--- config.mk ---
export PLATFORM = sky130hd
export DESIGN_NAME = seg_access_check
export DESIGN_NICKNAME = d
export VERILOG_FILES = /design/src/rtl/seg_chk_pkg.sv /design/src/rtl/seg_eff_limit.sv /design/src/rtl/seg_bound_check.sv /design/src/rtl/seg_type_rights.sv /design/src/rtl/seg_access_check.sv
export SDC_FILE = /design/constraint.sdc
export NUM_CORES = 1
export LEC_CHECK = 0
export BUFFER_PORTS_ARGS = -buffer_cell sky130_fd_sc_hd__buf_4
export CAP_MARGIN = 15
export CORE_MARGIN = 2
export CORE_UTILIZATION = 35
export CTS_BUF_LIST = sky130_fd_sc_hd__clkbuf_4 sky130_fd_sc_hd__clkbuf_8 sky130_fd_sc_hd__clkbuf_16
export CTS_CLUSTER_SIZE = 10
export DETAILED_ROUTE_END_ITERATION = 7
export SETUP_SLACK_MARGIN = 0.1
export SLEW_MARGIN = 15
export SYNTH_ARGS = -nofsm -noshare
export SYNTH_HDL_FRONTEND = slang
export SYNTH_HIERARCHICAL = 1
export SYNTH_SLANG_ARGS = --single-unit
--- constraint.sdc ---
create_clock -name clk -period 5.35 [get_ports clk]
set_input_delay 0.535 -clock clk [delete_from_list [all_inputs] [get_ports clk]]
set_output_delay 0.535 -clock clk [all_outputs]
set_load 0.005 [all_outputs]
--- src/rtl/seg_chk_pkg.sv ---
// Shared encodings for the segment access checker.
// Assumes a 2-bit access kind and a 2-bit fault cause.
package seg_chk_pkg;
    typedef enum logic [1:0] {
        KIND_READ  = 2'd0,
        KIND_WRITE = 2'd1,
        KIND_FETCH = 2'd2,
        KIND_RSVD  = 2'd3
    } acc_kind_t;

    typedef enum logic [1:0] {
        CAUSE_NONE   = 2'd0,
        CAUSE_ABSENT = 2'd1,
        CAUSE_LIMIT  = 2'd2,
        CAUSE_RIGHTS = 2'd3
    } fault_cause_t;
endpackage

--- src/rtl/seg_eff_limit.sv ---
// Scales the raw limit field into a byte limit.
// Assumes LIMIT_W + GRAN_SHIFT <= ADDR_W.
module seg_eff_limit #(
    parameter int ADDR_W     = 32,
    parameter int LIMIT_W    = 20,
    parameter int GRAN_SHIFT = 12
) (
    input  logic [LIMIT_W-1:0] raw_limit,
    input  logic               gran,
    output logic [ADDR_W-1:0]  eff_limit
);
    localparam logic [ADDR_W-1:0] FILL = (ADDR_W'(1) << GRAN_SHIFT) - ADDR_W'(1);

    // Pick byte limit or page limit with the low bits filled with ones.
    always_comb begin
        if (gran)
            eff_limit = (ADDR_W'(raw_limit) << GRAN_SHIFT) | FILL;
        else
            eff_limit = ADDR_W'(raw_limit);
    end
endmodule

--- src/rtl/seg_bound_check.sv ---
// Decides whether every byte of an access lies inside the segment.
// Assumes size >= 1. The last byte is computed one bit wider, so no wrap is possible.
module seg_bound_check #(
    parameter int ADDR_W  = 32,
    parameter int SIZE_W  = 4,
    parameter int SMALL_W = 16
) (
    input  logic [ADDR_W-1:0] offset,
    input  logic [SIZE_W-1:0] size,
    input  logic [ADDR_W-1:0] eff_limit,
    input  logic              grows_down,
    input  logic              big,
    output logic              in_bounds
);
    localparam int EXT_W = ADDR_W + 1;
    localparam logic [EXT_W-1:0] SMALL_TOP = (EXT_W'(1) << SMALL_W) - EXT_W'(1);
    localparam logic [EXT_W-1:0] BIG_TOP   = (EXT_W'(1) << ADDR_W) - EXT_W'(1);

    logic [EXT_W-1:0] last_byte;
    logic [EXT_W-1:0] top;

    // Address of the final byte touched, without wrap.
    always_comb last_byte = EXT_W'(offset) + EXT_W'(size) - EXT_W'(1);

    // Upper bound of a grow-down segment.
    always_comb top = big ? BIG_TOP : SMALL_TOP;

    // Range test: inverted lower bound for grow-down, plain limit otherwise.
    always_comb begin
        if (grows_down)
            in_bounds = (offset > eff_limit) && (last_byte <= top);
        else
            in_bounds = (last_byte <= EXT_W'(eff_limit));
    end
endmodule

--- src/rtl/seg_type_rights.sv ---
// Decodes the descriptor class and type into a permission verdict
// and the grow-down flag. The accessed bit is not an input.
module seg_type_rights
    import seg_chk_pkg::*;
(
    input  logic      user_desc,
    input  logic      is_code,
    input  logic      dir_conf,
    input  logic      rw_enable,
    input  acc_kind_t kind,
    output logic      rights_ok,
    output logic      grows_down
);
    // Only data segments can grow down; for code, bit 2 means conforming.
    always_comb grows_down = !is_code && dir_conf;

    // Permission table by segment class and access kind.
    always_comb begin
        rights_ok = 1'b0;
        if (user_desc) begin
            unique case (kind)
                KIND_READ:  rights_ok = is_code ? rw_enable : 1'b1;
                KIND_WRITE: rights_ok = is_code ? 1'b0 : rw_enable;
                KIND_FETCH: rights_ok = is_code;
                default:    rights_ok = 1'b0;
            endcase
        end
    end
endmodule

--- src/rtl/seg_access_check.sv ---
// Segment access checker top: linear address adder, rights and bounds
// verdicts, fixed-precedence cause, one registered output stage.
// Assumes acc_bytes is non-zero.
module seg_access_check
    import seg_chk_pkg::*;
#(
    parameter int ADDR_W     = 32,
    parameter int LIMIT_W    = 20,
    parameter int GRAN_SHIFT = 12,
    parameter int SIZE_W     = 4,
    parameter int SMALL_W    = 16
) (
    input  logic               clk,
    input  logic               rst_n,
    input  logic [ADDR_W-1:0]  desc_base,
    input  logic [LIMIT_W-1:0] desc_limit,
    input  logic               desc_gran,
    input  logic               desc_big,
    input  logic               desc_present,
    input  logic               desc_user,
    input  logic [3:0]         desc_type,
    input  logic [ADDR_W-1:0]  acc_offset,
    input  logic [SIZE_W-1:0]  acc_bytes,
    input  logic [1:0]         acc_kind,
    output logic [ADDR_W-1:0]  lin_addr,
    output logic               fault,
    output logic [1:0]         fault_cause
);
    logic [ADDR_W-1:0] eff_limit;
    logic              rights_ok;
    logic              grows_down;
    logic              in_bounds;
    fault_cause_t      cause_n;
    logic              unused_accessed;

    // The accessed flag is carried by the descriptor but plays no part here.
    assign unused_accessed = desc_type[0];

    seg_eff_limit #(.ADDR_W(ADDR_W), .LIMIT_W(LIMIT_W), .GRAN_SHIFT(GRAN_SHIFT)) u_lim (
        .raw_limit (desc_limit),
        .gran      (desc_gran),
        .eff_limit (eff_limit)
    );

    seg_type_rights u_rights (
        .user_desc  (desc_user),
        .is_code    (desc_type[3]),
        .dir_conf   (desc_type[2]),
        .rw_enable  (desc_type[1]),
        .kind       (acc_kind_t'(acc_kind)),
        .rights_ok  (rights_ok),
        .grows_down (grows_down)
    );

    seg_bound_check #(.ADDR_W(ADDR_W), .SIZE_W(SIZE_W), .SMALL_W(SMALL_W)) u_bound (
        .offset     (acc_offset),
        .size       (acc_bytes),
        .eff_limit  (eff_limit),
        .grows_down (grows_down),
        .big        (desc_big),
        .in_bounds  (in_bounds)
    );

    // Fixed precedence: absent, then rights, then bounds.
    always_comb begin
        if (!desc_present)  cause_n = CAUSE_ABSENT;
        else if (!rights_ok) cause_n = CAUSE_RIGHTS;
        else if (!in_bounds) cause_n = CAUSE_LIMIT;
        else                 cause_n = CAUSE_NONE;
    end

    // Output register stage with synchronous active-low reset.
    always_ff @(posedge clk) begin
        if (!rst_n) begin
            lin_addr    <= '0;
            fault       <= 1'b0;
            fault_cause <= CAUSE_NONE;
        end else begin
            lin_addr    <= desc_base + acc_offset;
            fault       <= (cause_n != CAUSE_NONE);
            fault_cause <= cause_n;
        end
    end
endmodule

== Word-level counts from Yosys, hierarchy flattened ==
Cells that the tools add are included.
Word-level totals
  flip-flop bits (word level): 35
  input port bits: 100
  output and inout port bits: 35
Cells by class
  add/sub/neg operators: 3
  magnitude comparators: 3
  eq/ne operators: 2
  multiplexer cells: 10
  reduce and logical (&&, ||, !) cells: 5
Operators by type and width (count)
  $mux W32: 2
  $add A32 B4 Y33: 1
  $le A33 B32 Y1: 1
  $le A33 B33 Y1: 1
  $sub A33 B1 Y33 const B: 1
  $add A32 B32 Y32: 1
  $gt A32 B32 Y1: 1
  $mux W2: 3
  $mux W1: 4
  $pmux W1 S3: 1
  $eq A2 B1 Y1 const B: 1
  $eq A2 B2 Y1 const B: 1
  $logic_and A1 B1 Y1: 2
  $logic_not A2 Y1: 1
  $reduce_bool A2 Y1: 1
  $logic_not A1 Y1: 1

== Longest topological paths before layout ==
Gate-level depths: netlist of the first run.
  depth after elaboration: 9
  depth in mapped cells: 23

== By module ==
Netlist of the first run, hierarchy kept.
Modules (own cells, without submodules)
  seg_bound_check: times used 1, cells an instance 487, area each 3631.0 µm², sequential area each 0.0 µm²
  seg_access_check: times used 1, cells an instance 348, area each 2847.7 µm², sequential area each 700.7 µm²
  seg_eff_limit: times used 1, cells an instance 35, area each 286.5 µm², sequential area each 0.0 µm²
  seg_type_rights: times used 1, cells an instance 6, area each 45.0 µm², sequential area each 0.0 µm²

== Worst setup path after synthesis of the first run ==
Ideal clock, no wire load.
  path type: input -> register
  start: in acc_offset[1]
  end: reg fault
  library setup time: 137 ps
  data arrival time: 4878 ps
  required time: 5213 ps
  slack: 335 ps
  stages on the path: 22
  path buffers: 0
  cell sequence: inv_1 ha_1 inv_1 ha_1 fa_1 a211oi_1 o21ai_1 a221oi_2 o31ai_4 a211o_1 a21o_1 a21oi_1 xnor2_1 ha_1 nand4_1 nor4_1 and4_1 o31a_1 a2111oi_0 a31oi_1 nor4b_2 a31oi_1
On the way
  longest elaborated chain between the ends: 9
RTL lines
  from (decl): line seg_access_check.sv:22  | input logic [ADDR_W-1:0] acc_offset,
  $add A32 B4 Y33: line seg_bound_check.sv:23  | always_comb last_byte = EXT_W'(offset) + EXT_W'(size) - EXT_W'(1);
  $sub A33 B1 Y33: line seg_bound_check.sv:23
  $le A33 B33 Y1: line seg_bound_check.sv:31  | in_bounds = (offset > eff_limit) && (last_byte <= top);
  $logic_and A1 B1 Y1: line seg_bound_check.sv:31
  $mux W1 (*): line seg_bound_check.sv:30  | if (grows_down)
  via in_bounds: line seg_access_check.sv:32  | logic in_bounds;
  $mux W2 (*): line seg_access_check.sv:68  | else if (!in_bounds) cause_n = CAUSE_LIMIT;
  $mux W2 (*): line seg_access_check.sv:67  | else if (!rights_ok) cause_n = CAUSE_RIGHTS;
  $mux W2 (*): line seg_access_check.sv:66  | if (!desc_present) cause_n = CAUSE_ABSENT;
  $reduce_bool A2 Y1 (*): line seg_access_check.sv:80  | fault <= (cause_n != CAUSE_NONE);
  to (signal assigned): line seg_access_check.sv:80
  to (decl): line seg_access_check.sv:26  | output logic fault,
The timed path passes the listed nets; every way through them passes the cells marked *.
A chain may end at the register's enable or synchronous reset.

== Worst setup path in the final report of the first run ==
  start: in acc_offset[0]
  end: reg fault
Same word-level chain as after synthesis.

==> impl_metrics.env, run 1 <==
export IMPL_hp_class="input pin to flip-flop"
export IMPL_wl_per_cell_um=15.7
export IMPL_diodes=0
export IMPL_finalMaxSlewViolations=0
export IMPL_synth_top_flop_cell="dfxtp_1"
export IMPL_grt_overflow=0
export IMPL_timing_final_crit_share_pct=94.8
export IMPL_syn_num_nets=1124
export IMPL_numCtsBuffers=5
export IMPL_setup_worst_path_start_class="input pin"
export IMPL_yosysUniqueCellTypes=81
export IMPL_cts_sinks=35
export IMPL_grt_max_degree=33
export IMPL_synth_async_reset_ratio_pct=0
export IMPL_synthAdderAreaFrac_pct=27.4
export IMPL_cp_slowest_stage_delay_ps=390
export IMPL_power_density_nw_per_um2=188
export IMPL_finalSetupTns_ps=0
export IMPL_fmax_mhz=197
export IMPL_endpoint_kind="flip-flop"
export IMPL_synth_top_family_by_area="adder cells"
export IMPL_critPathBufInv=5
export IMPL_relSlewSlack_pct=56.4
export IMPL_start_util_pct=35.3
export IMPL_post_route_drc_count=0
export IMPL_rows=51
export IMPL_htree_levels=2
export IMPL_status="complete, no violations"
export IMPL_yosysWarnings=6
export IMPL_arrival_ps=5230
export IMPL_final_cells=1306
export IMPL_io_buffers=133
export IMPL_synth_compound_area_share_pct=26.9
export IMPL_cpMaxStageDelayCell="fa_2"
export IMPL_die_h_um=143
export IMPL_fp_dieW_um=143
export IMPL_clk_pin_slew_ps=60
export IMPL_drive_gt1_share_pct=25.0
export IMPL_synth_seq_cells=35
export IMPL_wl_mm=20.5
export IMPL_drt_iter0_markers=321
export IMPL_hold_viol=0
export IMPL_dp_cells=1294
export IMPL_synthMuxAreaShare_pct=2.98
export IMPL_drtPass1Iterations=7
export IMPL_synth_edf_count=0
export IMPL_grt_antenna_before_repair=0
export IMPL_gp_congestion=0.857
export IMPL_grt_pass1_wl_mm=32.7
export IMPL_pre_cts_ws_ps=-417
export IMPL_final_core_util_pct=45.2
export IMPL_worstPathRequired_ps=5510
export IMPL_synthCells=876
export IMPL_synthSimpleGateAreaFrac_pct=20.0
export IMPL_setup_ws_ps=279
export IMPL_leakage_nw=4.24
export IMPL_area_growth_pct=27.8
export IMPL_setup_viol=0
export IMPL_cp_common_cell="buf_4"
export IMPL_vias=6932
export IMPL_layout_nets=1289
export IMPL_synth_xor_area_share_pct=5.66
export IMPL_cts_root_buf="clkbuf_16"
export IMPL_fin_crit_ps=5070
export IMPL_core_area_um2=19300
export IMPL_worstSetupPathType="input pin to flip-flop"
export IMPL_dp_hpwl_mm=17.6
export IMPL_first_global_vias=6521
export IMPL_cp_max_fo=3
export IMPL_rsz0062_at_grt="true"
export IMPL_cap_viol_max_count=0
export IMPL_synth_area_um2=6810
export IMPL_ant_nets=0
export IMPL_num_io_pins=135
export IMPL_tightest_slew_ps=648
export IMPL_ctsLongestPathBuffers=2
export IMPL_p_total_mw=1.64
export IMPL_worst_ir_drop_vdd_mv=0.104
export IMPL_syn_avg_cell_area_um2=7.77
export IMPL_cts_tree="done"
export IMPL_grt_usage_pct=19.8
export IMPL_yosysSeqAreaShare_pct=10.3
export IMPL_design_die_area_um2=20600
export IMPL_avgViaCountPerCell=5.31
export IMPL_crit_family="compound AO/OA/AOI/OAI gates"
## path summary, 6_finish.rpt
check	start	to	cells past startpoint	slack (ps)
setup / recovery	acc_offset[0]	fault	25	280
hold / removal	desc_present	fault_cause[0]	2	450
## routing by layer
metal | up-vias | GRT usage (%) | wire length (um) | part of all wire [%]
met4 | 0 | 4.49 | 297 | 1.4
met1 | 3171 | 27.0 | 9620 | 47
li1 | 3560 | - | - | -
met2 | 182 | 33.6 | 9570 | 47
met3 | 19 | 1.90 | 1060 | 5.1
met5 | - | 0 | 0 | 0
## state kept, by name, summed over array words and instances (netlist names)
register	count
lin_addr	32
fault	1
fault_cause	2
## through the flow
step | area [um^2] | hold WS (ps)
final | 8700 | 446
after global routing | 8700 | 452
after CTS | 8520 | 442
after detailed placement | 8340 | 743
after global placement | 8340 | 741
after floorplan | 6810 | 627
## cell usage after synthesis (3+ instances only)
cell type  instances  share of area, %
a31o_2             3              0.39
nor2_1            62               3.4
a211o_1            3              0.39
buf_2              7              0.51
nor4_1             5              0.46
and2_1            19               1.7
a21boi_0           4              0.44
or2_2             14               1.3
xnor2_1           25               3.2
nand2_1           56               3.1
a31oi_1            9              0.83
ha_1             146                27
nand4_1           26               2.4
o31ai_1            3              0.33
o21a_1             7              0.77
nor3_1            18               1.3
o21ai_1            4              0.29
a311oi_1           3              0.39
a21oi_1           67               4.9
o2111ai_1          4              0.51
a2111oi_0          5              0.64
o21ai_0           39               2.9
and4_1             6              0.77
a221oi_2           3              0.66
nor2b_1           10              0.92
o21bai_1           7              0.77
dfxtp_1           35                10
a21oi_2            5              0.64
a211oi_1          19               2.1
a21o_1            20               2.2
o31a_1             3              0.39
xor2_1            19               2.4
mux2_4             6               1.3
nand2b_1          12               1.1
and3_1             4              0.37
inv_1             95               5.2
mux2i_1            9               1.3
clkbuf_1           9              0.50
o211ai_1          12               1.3
nand3_1           17               1.2
## cells in the final DEF (no fill, tap or decap), drive strengths merged, types with 12 or more instances in the layout
| master | synthesis | routed |
|---|---|---|
| nand2b | 12 | 12 |
| buf | 9 | 178 |
| nor2 | 62 | 62 |
| nand3 | 17 | 17 |
| or2 | 15 | 15 |
| a21oi | 72 | 72 |
| o21ai | 43 | 43 |
| inv | 95 | 95 |
| xor2 | 19 | 19 |
| nor3 | 19 | 19 |
| dfxtp | 35 | 35 |
| nand2 | 56 | 56 |
| xnor2 | 25 | 25 |
| ha | 146 | 146 |
| a21o | 21 | 21 |
| o211ai | 12 | 12 |
| a211oi | 21 | 21 |
| and2 | 21 | 21 |
| nand4 | 27 | 27 |
## cells by family (layout without fill, tap and decap cells)
family / count (synthesis) / in the layout
XOR/XNOR: 44 / 44
multiplexers: 17 / 17
AND/OR/NAND/NOR: 264 / 264
adder cells (fa/ha/maj): 148 / 148
AO/OA/AOI/OAI: 253 / 253
flip-flops: 35 / 35
buffers and inverters: 115 / 280
## report_power, final
group	internal (mW)	total (mW)	switching [mW]	leakage, nW
logic	0.490	1.04	0.552	3.88
clock network	0.182	0.293	0.112	0.0727
registers	0.295	0.302	0.00755	0.292
## repair_timing
action,4_1_cts,5_1_grt
gates cloned,0,0
pin swaps,3,22
hold buffers,0,0
resized for setup,7,31
endpoints found under the setup margin,2,2
buffers inserted,0,5
## final cells by class
cell class                      instances  area [um^2]
Tap cell                              265          332
Multi-Input combinational cell        726         5810
Clock buffer                            6          139
Clock inverter                          1         5.00
Timing Repair Buffer                  178         1350
Sequential cell                        35          701
Fill cell                            2023        10600
Inverter                               95          367
(Power assumes the default switching activity.)
==> run 2: changes to the inputs <==
--- a/config.mk
+++ b/config.mk
@@ -7,11 +7,14 @@
 export LEC_CHECK = 0
 export BUFFER_PORTS_ARGS = -buffer_cell sky130_fd_sc_hd__buf_4
 export CAP_MARGIN = 15
+export CELL_PAD_IN_SITES_DETAIL_PLACEMENT = 1
+export CELL_PAD_IN_SITES_GLOBAL_PLACEMENT = 2
 export CORE_MARGIN = 2
-export CORE_UTILIZATION = 35
+export CORE_UTILIZATION = 30
 export CTS_BUF_LIST = sky130_fd_sc_hd__clkbuf_4 sky130_fd_sc_hd__clkbuf_8 sky130_fd_sc_hd__clkbuf_16
 export CTS_CLUSTER_SIZE = 10
 export DETAILED_ROUTE_END_ITERATION = 7
+export PLACE_DENSITY_LB_ADDON = 0.1
 export SETUP_SLACK_MARGIN = 0.1
 export SLEW_MARGIN = 15
 export SYNTH_ARGS = -nofsm -noshare
==> impl_metrics.env, run 2 (same netlist as run 1, synthesis figures left out) <==
export IMPL_status="complete, no violations"
export IMPL_fmax_mhz=194
export IMPL_start_util_pct=30.4
export IMPL_pre_cts_ws_ps=-572
export IMPL_worstSetupPathType="input pin to flip-flop"
export IMPL_relSlewSlack_pct=55.4
export IMPL_finalSetupTns_ps=0
export IMPL_final_common_cell="buf_4"
export IMPL_diodes=0
export IMPL_grt_usage_pct=19.9
export IMPL_cts_tree="done"
export IMPL_met3_length_um=659
export IMPL_ctsLongestPathBuffers=2
export IMPL_final_core_util_pct=39.4
export IMPL_gp_congestion=0.823
export IMPL_drtPass1Iterations=4
export IMPL_arrival_ps=5300
export IMPL_netSwitchingPower_mw=0.694
export IMPL_largest_register_ffs=32
export IMPL_timing_final_crit_share_pct=96.2
export IMPL_p_sw_share_pct=41.5
export IMPL_cts_sinks=35
export IMPL_wl_met1_mm=11.5
export IMPL_wl_mm=23.7
export IMPL_hold_viol=0
export IMPL_fin_crit_ps=5140
export IMPL_htree_levels=2
export IMPL_worst_ir_drop_vdd_mv=0.132
export IMPL_fp_dieW_um=155
export IMPL_mostFrequentLayoutCells="buf_4 (197), ha_1 (144), inv_1 (91), a21oi_1 (66), nor2_1 (62)"
export IMPL_cp_slowest_stage_delay_ps=410
export IMPL_cap_viol_max_count=0
export IMPL_numCtsBuffers=5
export IMPL_worstPathRequired_ps=5510
export IMPL_endpoint="fault"
export IMPL_grt_max_degree=33
export IMPL_ant_nets=0
export IMPL_final_cells=1347
export IMPL_cts_root_buf="clkbuf_16"
export IMPL_rows=55
export IMPL_dp_cells=1334
export IMPL_cp_common_cell="buf_4"
export IMPL_combPwrFrac_pct=63.8
export IMPL_setup_ws_ps=206
export IMPL_num_io_pins=135
export IMPL_fin_hold_ws_ps=438
export IMPL_internal_power_mw=0.980
export IMPL_tightest_slew_ps=662
export IMPL_p_seq_share_pct=18.1
export IMPL_design_die_area_um2=23900
export IMPL_area_growth_pct=29.8
export IMPL_post_route_drc_count=0
export IMPL_cp_depth=26
export IMPL_wl_per_cell_um=17.6
export IMPL_layout_nets=1310
export IMPL_top_register="lin_addr"
export IMPL_largestRegisters="lin_addr: 32 flops, fault_cause: 2 flops, fault: 1 flops"
export IMPL_clk_pin_slew_ps=60
export IMPL_power_density_nw_per_um2=189
export IMPL_die_h_um=155
export IMPL_highest_layer="met4"
export IMPL_first_global_vias=7240
export IMPL_setup_worst_path_start_class="input pin"
export IMPL_clkPwrFrac_pct=18.1
export IMPL_cts_hold_buffers=0
export IMPL_io_buffers=133
export IMPL_grt_antenna_before_repair=0
export IMPL_fin_area_um2=8840
export IMPL_endpoint_kind="flip-flop"
export IMPL_grt_overflow=0
export IMPL_critPathBufInv=6
export IMPL_dp_hpwl_mm=20.7
export IMPL_vias=6989
export IMPL_cpMaxStageDelayCell="a2111oi_1"
export IMPL_p_total_mw=1.67
export IMPL_setup_viol=0
export IMPL_avgViaCountPerCell=5.19
export IMPL_placed_cell_area_um2=8510
export IMPL_hp_class="input pin to flip-flop"
export IMPL_drt_iter0_markers=285
export IMPL_rsz0062_at_grt="true"
export IMPL_finalMaxSlewViolations=0
export IMPL_leakage_nw=4.33
export IMPL_grt_pass1_wl_mm=38.2
export IMPL_crit_family="compound AO/OA/AOI/OAI gates"
export IMPL_routed_wl_met2_mm=11.3
export IMPL_core_area_um2=22400
export IMPL_drive_gt1_share_pct=26.2
export IMPL_cp_max_fo=4
export IMPL_crit_start="acc_offset[1]"
run 2: final cells by class:
type	instances	area (um^2)
Clock buffer	6	139
Fill cell	2761	13600
Tap cell	285	357
Multi-Input combinational cell	726	5770
Sequential cell	35	701
Timing Repair Buffer	199	1510
Clock inverter	1	5.00
Inverter	95	367
run 2: power by group through the flow:
stage | combinational, mW | sequential [mW] | clock (mW)
floorplan | 0.627 | 0.314 | 0
global route | 1.20 | 0.306 | 0.321
global placement | 1.03 | 0.308 | 0
CTS | 1.06 | 0.303 | 0.313
detailed placement | 1.03 | 0.309 | 0
finish | 1.07 | 0.303 | 0.303
run 2: repair_timing:
action,4_1_cts,5_1_grt
pin swaps,18,7
resized for setup,13,17
setup buffers,5,1
gates cloned,0,0
endpoints found under the setup margin,2,2
run 2: metal layers:
metal,global-route usage [%],up-vias
li1,-,3594
met1,27.1,3277
met2,35.0,103
met3,1.15,15
met4,3.40,0
met5,0,-
run 2: worst min path at each step:
stage,startpoint,endpoint,slack [ps],cells past startpoint
after floorplan,desc_present,fault_cause[0],630,1
after global placement,desc_present,fault_cause[0],740,2
after global routing,desc_present,fault_cause[0],450,2
after detailed placement,desc_present,fault_cause[0],740,2
after CTS,desc_present,fault_cause[0],440,2
final,desc_present,fault_cause[0],440,2
==> run 3: changes to the inputs <==
--- a/config.mk
+++ b/config.mk
@@ -10,11 +10,11 @@
 export CELL_PAD_IN_SITES_DETAIL_PLACEMENT = 1
 export CELL_PAD_IN_SITES_GLOBAL_PLACEMENT = 2
 export CORE_MARGIN = 2
-export CORE_UTILIZATION = 30
+export CORE_UTILIZATION = 25
 export CTS_BUF_LIST = sky130_fd_sc_hd__clkbuf_4 sky130_fd_sc_hd__clkbuf_8 sky130_fd_sc_hd__clkbuf_16
 export CTS_CLUSTER_SIZE = 10
 export DETAILED_ROUTE_END_ITERATION = 7
-export PLACE_DENSITY_LB_ADDON = 0.1
+export PLACE_DENSITY_LB_ADDON = 0.15
 export SETUP_SLACK_MARGIN = 0.1
 export SLEW_MARGIN = 15
 export SYNTH_ARGS = -nofsm -noshare
==> constraint.sdc (replaced) <==
create_clock -name clk -period 6.2 [get_ports clk]
set_input_delay 0.62 -clock clk [delete_from_list [all_inputs] [get_ports clk]]
set_output_delay 0.62 -clock clk [all_outputs]
set_load 0.005 [all_outputs]
==> impl_metrics.env, run 3 (same netlist as run 1, synthesis figures left out) <==
export IMPL_grt_max_degree=33
export IMPL_post_route_drc_count=0
export IMPL_leakage_nw=4.04
export IMPL_io_buffers=133
export IMPL_design_die_area_um2=28600
export IMPL_final_common_cell="ha_1"
export IMPL_grt_overflow=0
export IMPL_cts_setup_buffers=0
export IMPL_first_global_vias=6850
export IMPL_cts_hold_buffers=0
export IMPL_avgViaCountPerCell=4.96
export IMPL_hold_viol=0
export IMPL_finalSetupTns_ps=0
export IMPL_cts_sinks=35
export IMPL_ctsLongestPathBuffers=2
export IMPL_numCtsBuffers=5
export IMPL_layout_nets=1254
export IMPL_finalMaxSlewViolations=0
export IMPL_worstPathRequired_ps=6360
export IMPL_gp_congestion=0.791
export IMPL_arrival_ps=5800
export IMPL_dp_hpwl_mm=21.2
export IMPL_clk_pin_slew_ps=60
export IMPL_wl_mm=24.2
export IMPL_setup_worst_path_start_class="input pin"
export IMPL_crit_start="acc_offset[1]"
export IMPL_post_cts_resized=0
export IMPL_drive_gt1_share_pct=20.5
export IMPL_dp_cells=1340
export IMPL_start_util_pct=25.3
export IMPL_htree_levels=2
export IMPL_core_area_um2=26900
export IMPL_drt_iter0_markers=267
export IMPL_top_register="lin_addr"
export IMPL_worstSetupPathType="input pin to flip-flop"
export IMPL_timing_final_crit_share_pct=90.9
export IMPL_wl_per_cell_um=18.0
export IMPL_num_io_pins=135
export IMPL_fin_crit_ps=5640
export IMPL_cp_max_fo=4
export IMPL_hp_class="input pin to flip-flop"
export IMPL_worst_ir_drop_vdd_mv=0.0856
export IMPL_diodes=0
export IMPL_final_core_util_pct=31.2
export IMPL_vias=6683
export IMPL_area_growth_pct=23.3
export IMPL_cap_viol_max_count=0
export IMPL_worstHoldStart="desc_present"
export IMPL_grt_usage_pct=16.9
export IMPL_endpoint_kind="flip-flop"
export IMPL_die_h_um=169
export IMPL_power_density_nw_per_um2=168
export IMPL_cts_tree="done"
export IMPL_cts_root_buf="clkbuf_16"
export IMPL_largestRegisters="lin_addr: 32 flops, fault_cause: 2 flops, fault: 1 flops"
export IMPL_tightest_slew_ps=724
export IMPL_fmax_mhz=177
export IMPL_relSlewSlack_pct=51.3
export IMPL_fp_dieW_um=169
export IMPL_setup_viol=0
export IMPL_ant_nets=0
export IMPL_p_total_mw=1.41
export IMPL_drtPass1Iterations=4
export IMPL_rsz0062_at_grt="false"
export IMPL_mostFrequentLayoutCells="ha_1 (146), buf_4 (143), inv_1 (95), a21oi_1 (67), nor2_1 (62)"
export IMPL_final_cells=1348
export IMPL_status="complete, no violations"
export IMPL_largest_register_ffs=32
export IMPL_grt_pass1_wl_mm=38.2
export IMPL_fin_hold_ws_ps=521
export IMPL_rows=60
export IMPL_grt_antenna_before_repair=0
run 3: cell count changes in the layout (fill, tap and decap cells not counted), sizes merged:
cell / previous run / this run
buf: 199 / 143
bufinv: 0 / 1
run 3: cell type report:
| class | count | area [um^2] |
|---|---|---|
| multi-input cells | 726 | 5660 |
| clock buffers | 6 | 139 |
| well taps | 341 | 427 |
| flip-flops and latches | 35 | 701 |
| fillers | 3282 | 18500 |
| inverters | 95 | 357 |
| clock inverters | 2 | 35.0 |
| repair buffers | 143 | 1070 |
run 3: final timing paths:
kind | depth (start not counted) | endpoint | slack [ps]
max | 25 | fault | 560
min | 2 | fault_cause[0] | 520
run 3: power breakdown:
| group | internal, mW | total [mW] | leakage [nW] | switching (mW) |
|---|---|---|---|---|
| Clock | 0.200 | 0.310 | 0.0868 | 0.109 |
| Sequential | 0.254 | 0.262 | 0.292 | 0.00736 |
| Combinational | 0.373 | 0.843 | 3.66 | 0.470 |
| Total | 0.827 | 1.41 | 4.04 | 0.587 |
run 3: critical path: stages:
cell and delay [ps]:
buf_4 80, inv_1 30, ha_1 260, inv_1 40, ha_1 210, fa_1 410, a211oi_1 340, o21ai_1 170
a221oi_2 240, buf_4 170, o31ai_4 90, buf_4 190, a211o_1 310, a21o_1 180, a21oi_1 160, xnor2_1 200
ha_1 300, nand4_1 110, nor4_1 90, and4_1 220, o31a_1 110, a2111oi_1 450, a31oi_1 250, nor4b_2 400
a31oi_1 120
run 3: through the flow:
step | setup WS (ps) | area [um^2]
floorplan | 1100 | 6810
global route | 141 | 8400
finish | 565 | 8400
global placement | 232 | 8210
detailed placement | 177 | 8210
CTS | 465 | 8380
run 3: metal layers:
metal / wire length [um] / track usage, % / vias to the layer above
met4: 203 / 2.90 / 0
li1: - / - / 3478
met3: 523 / 0.888 / 9
met2: 11200 / 28.2 / 85
met5: 0 / 0 / -
met1: 12300 / 24.4 / 3111
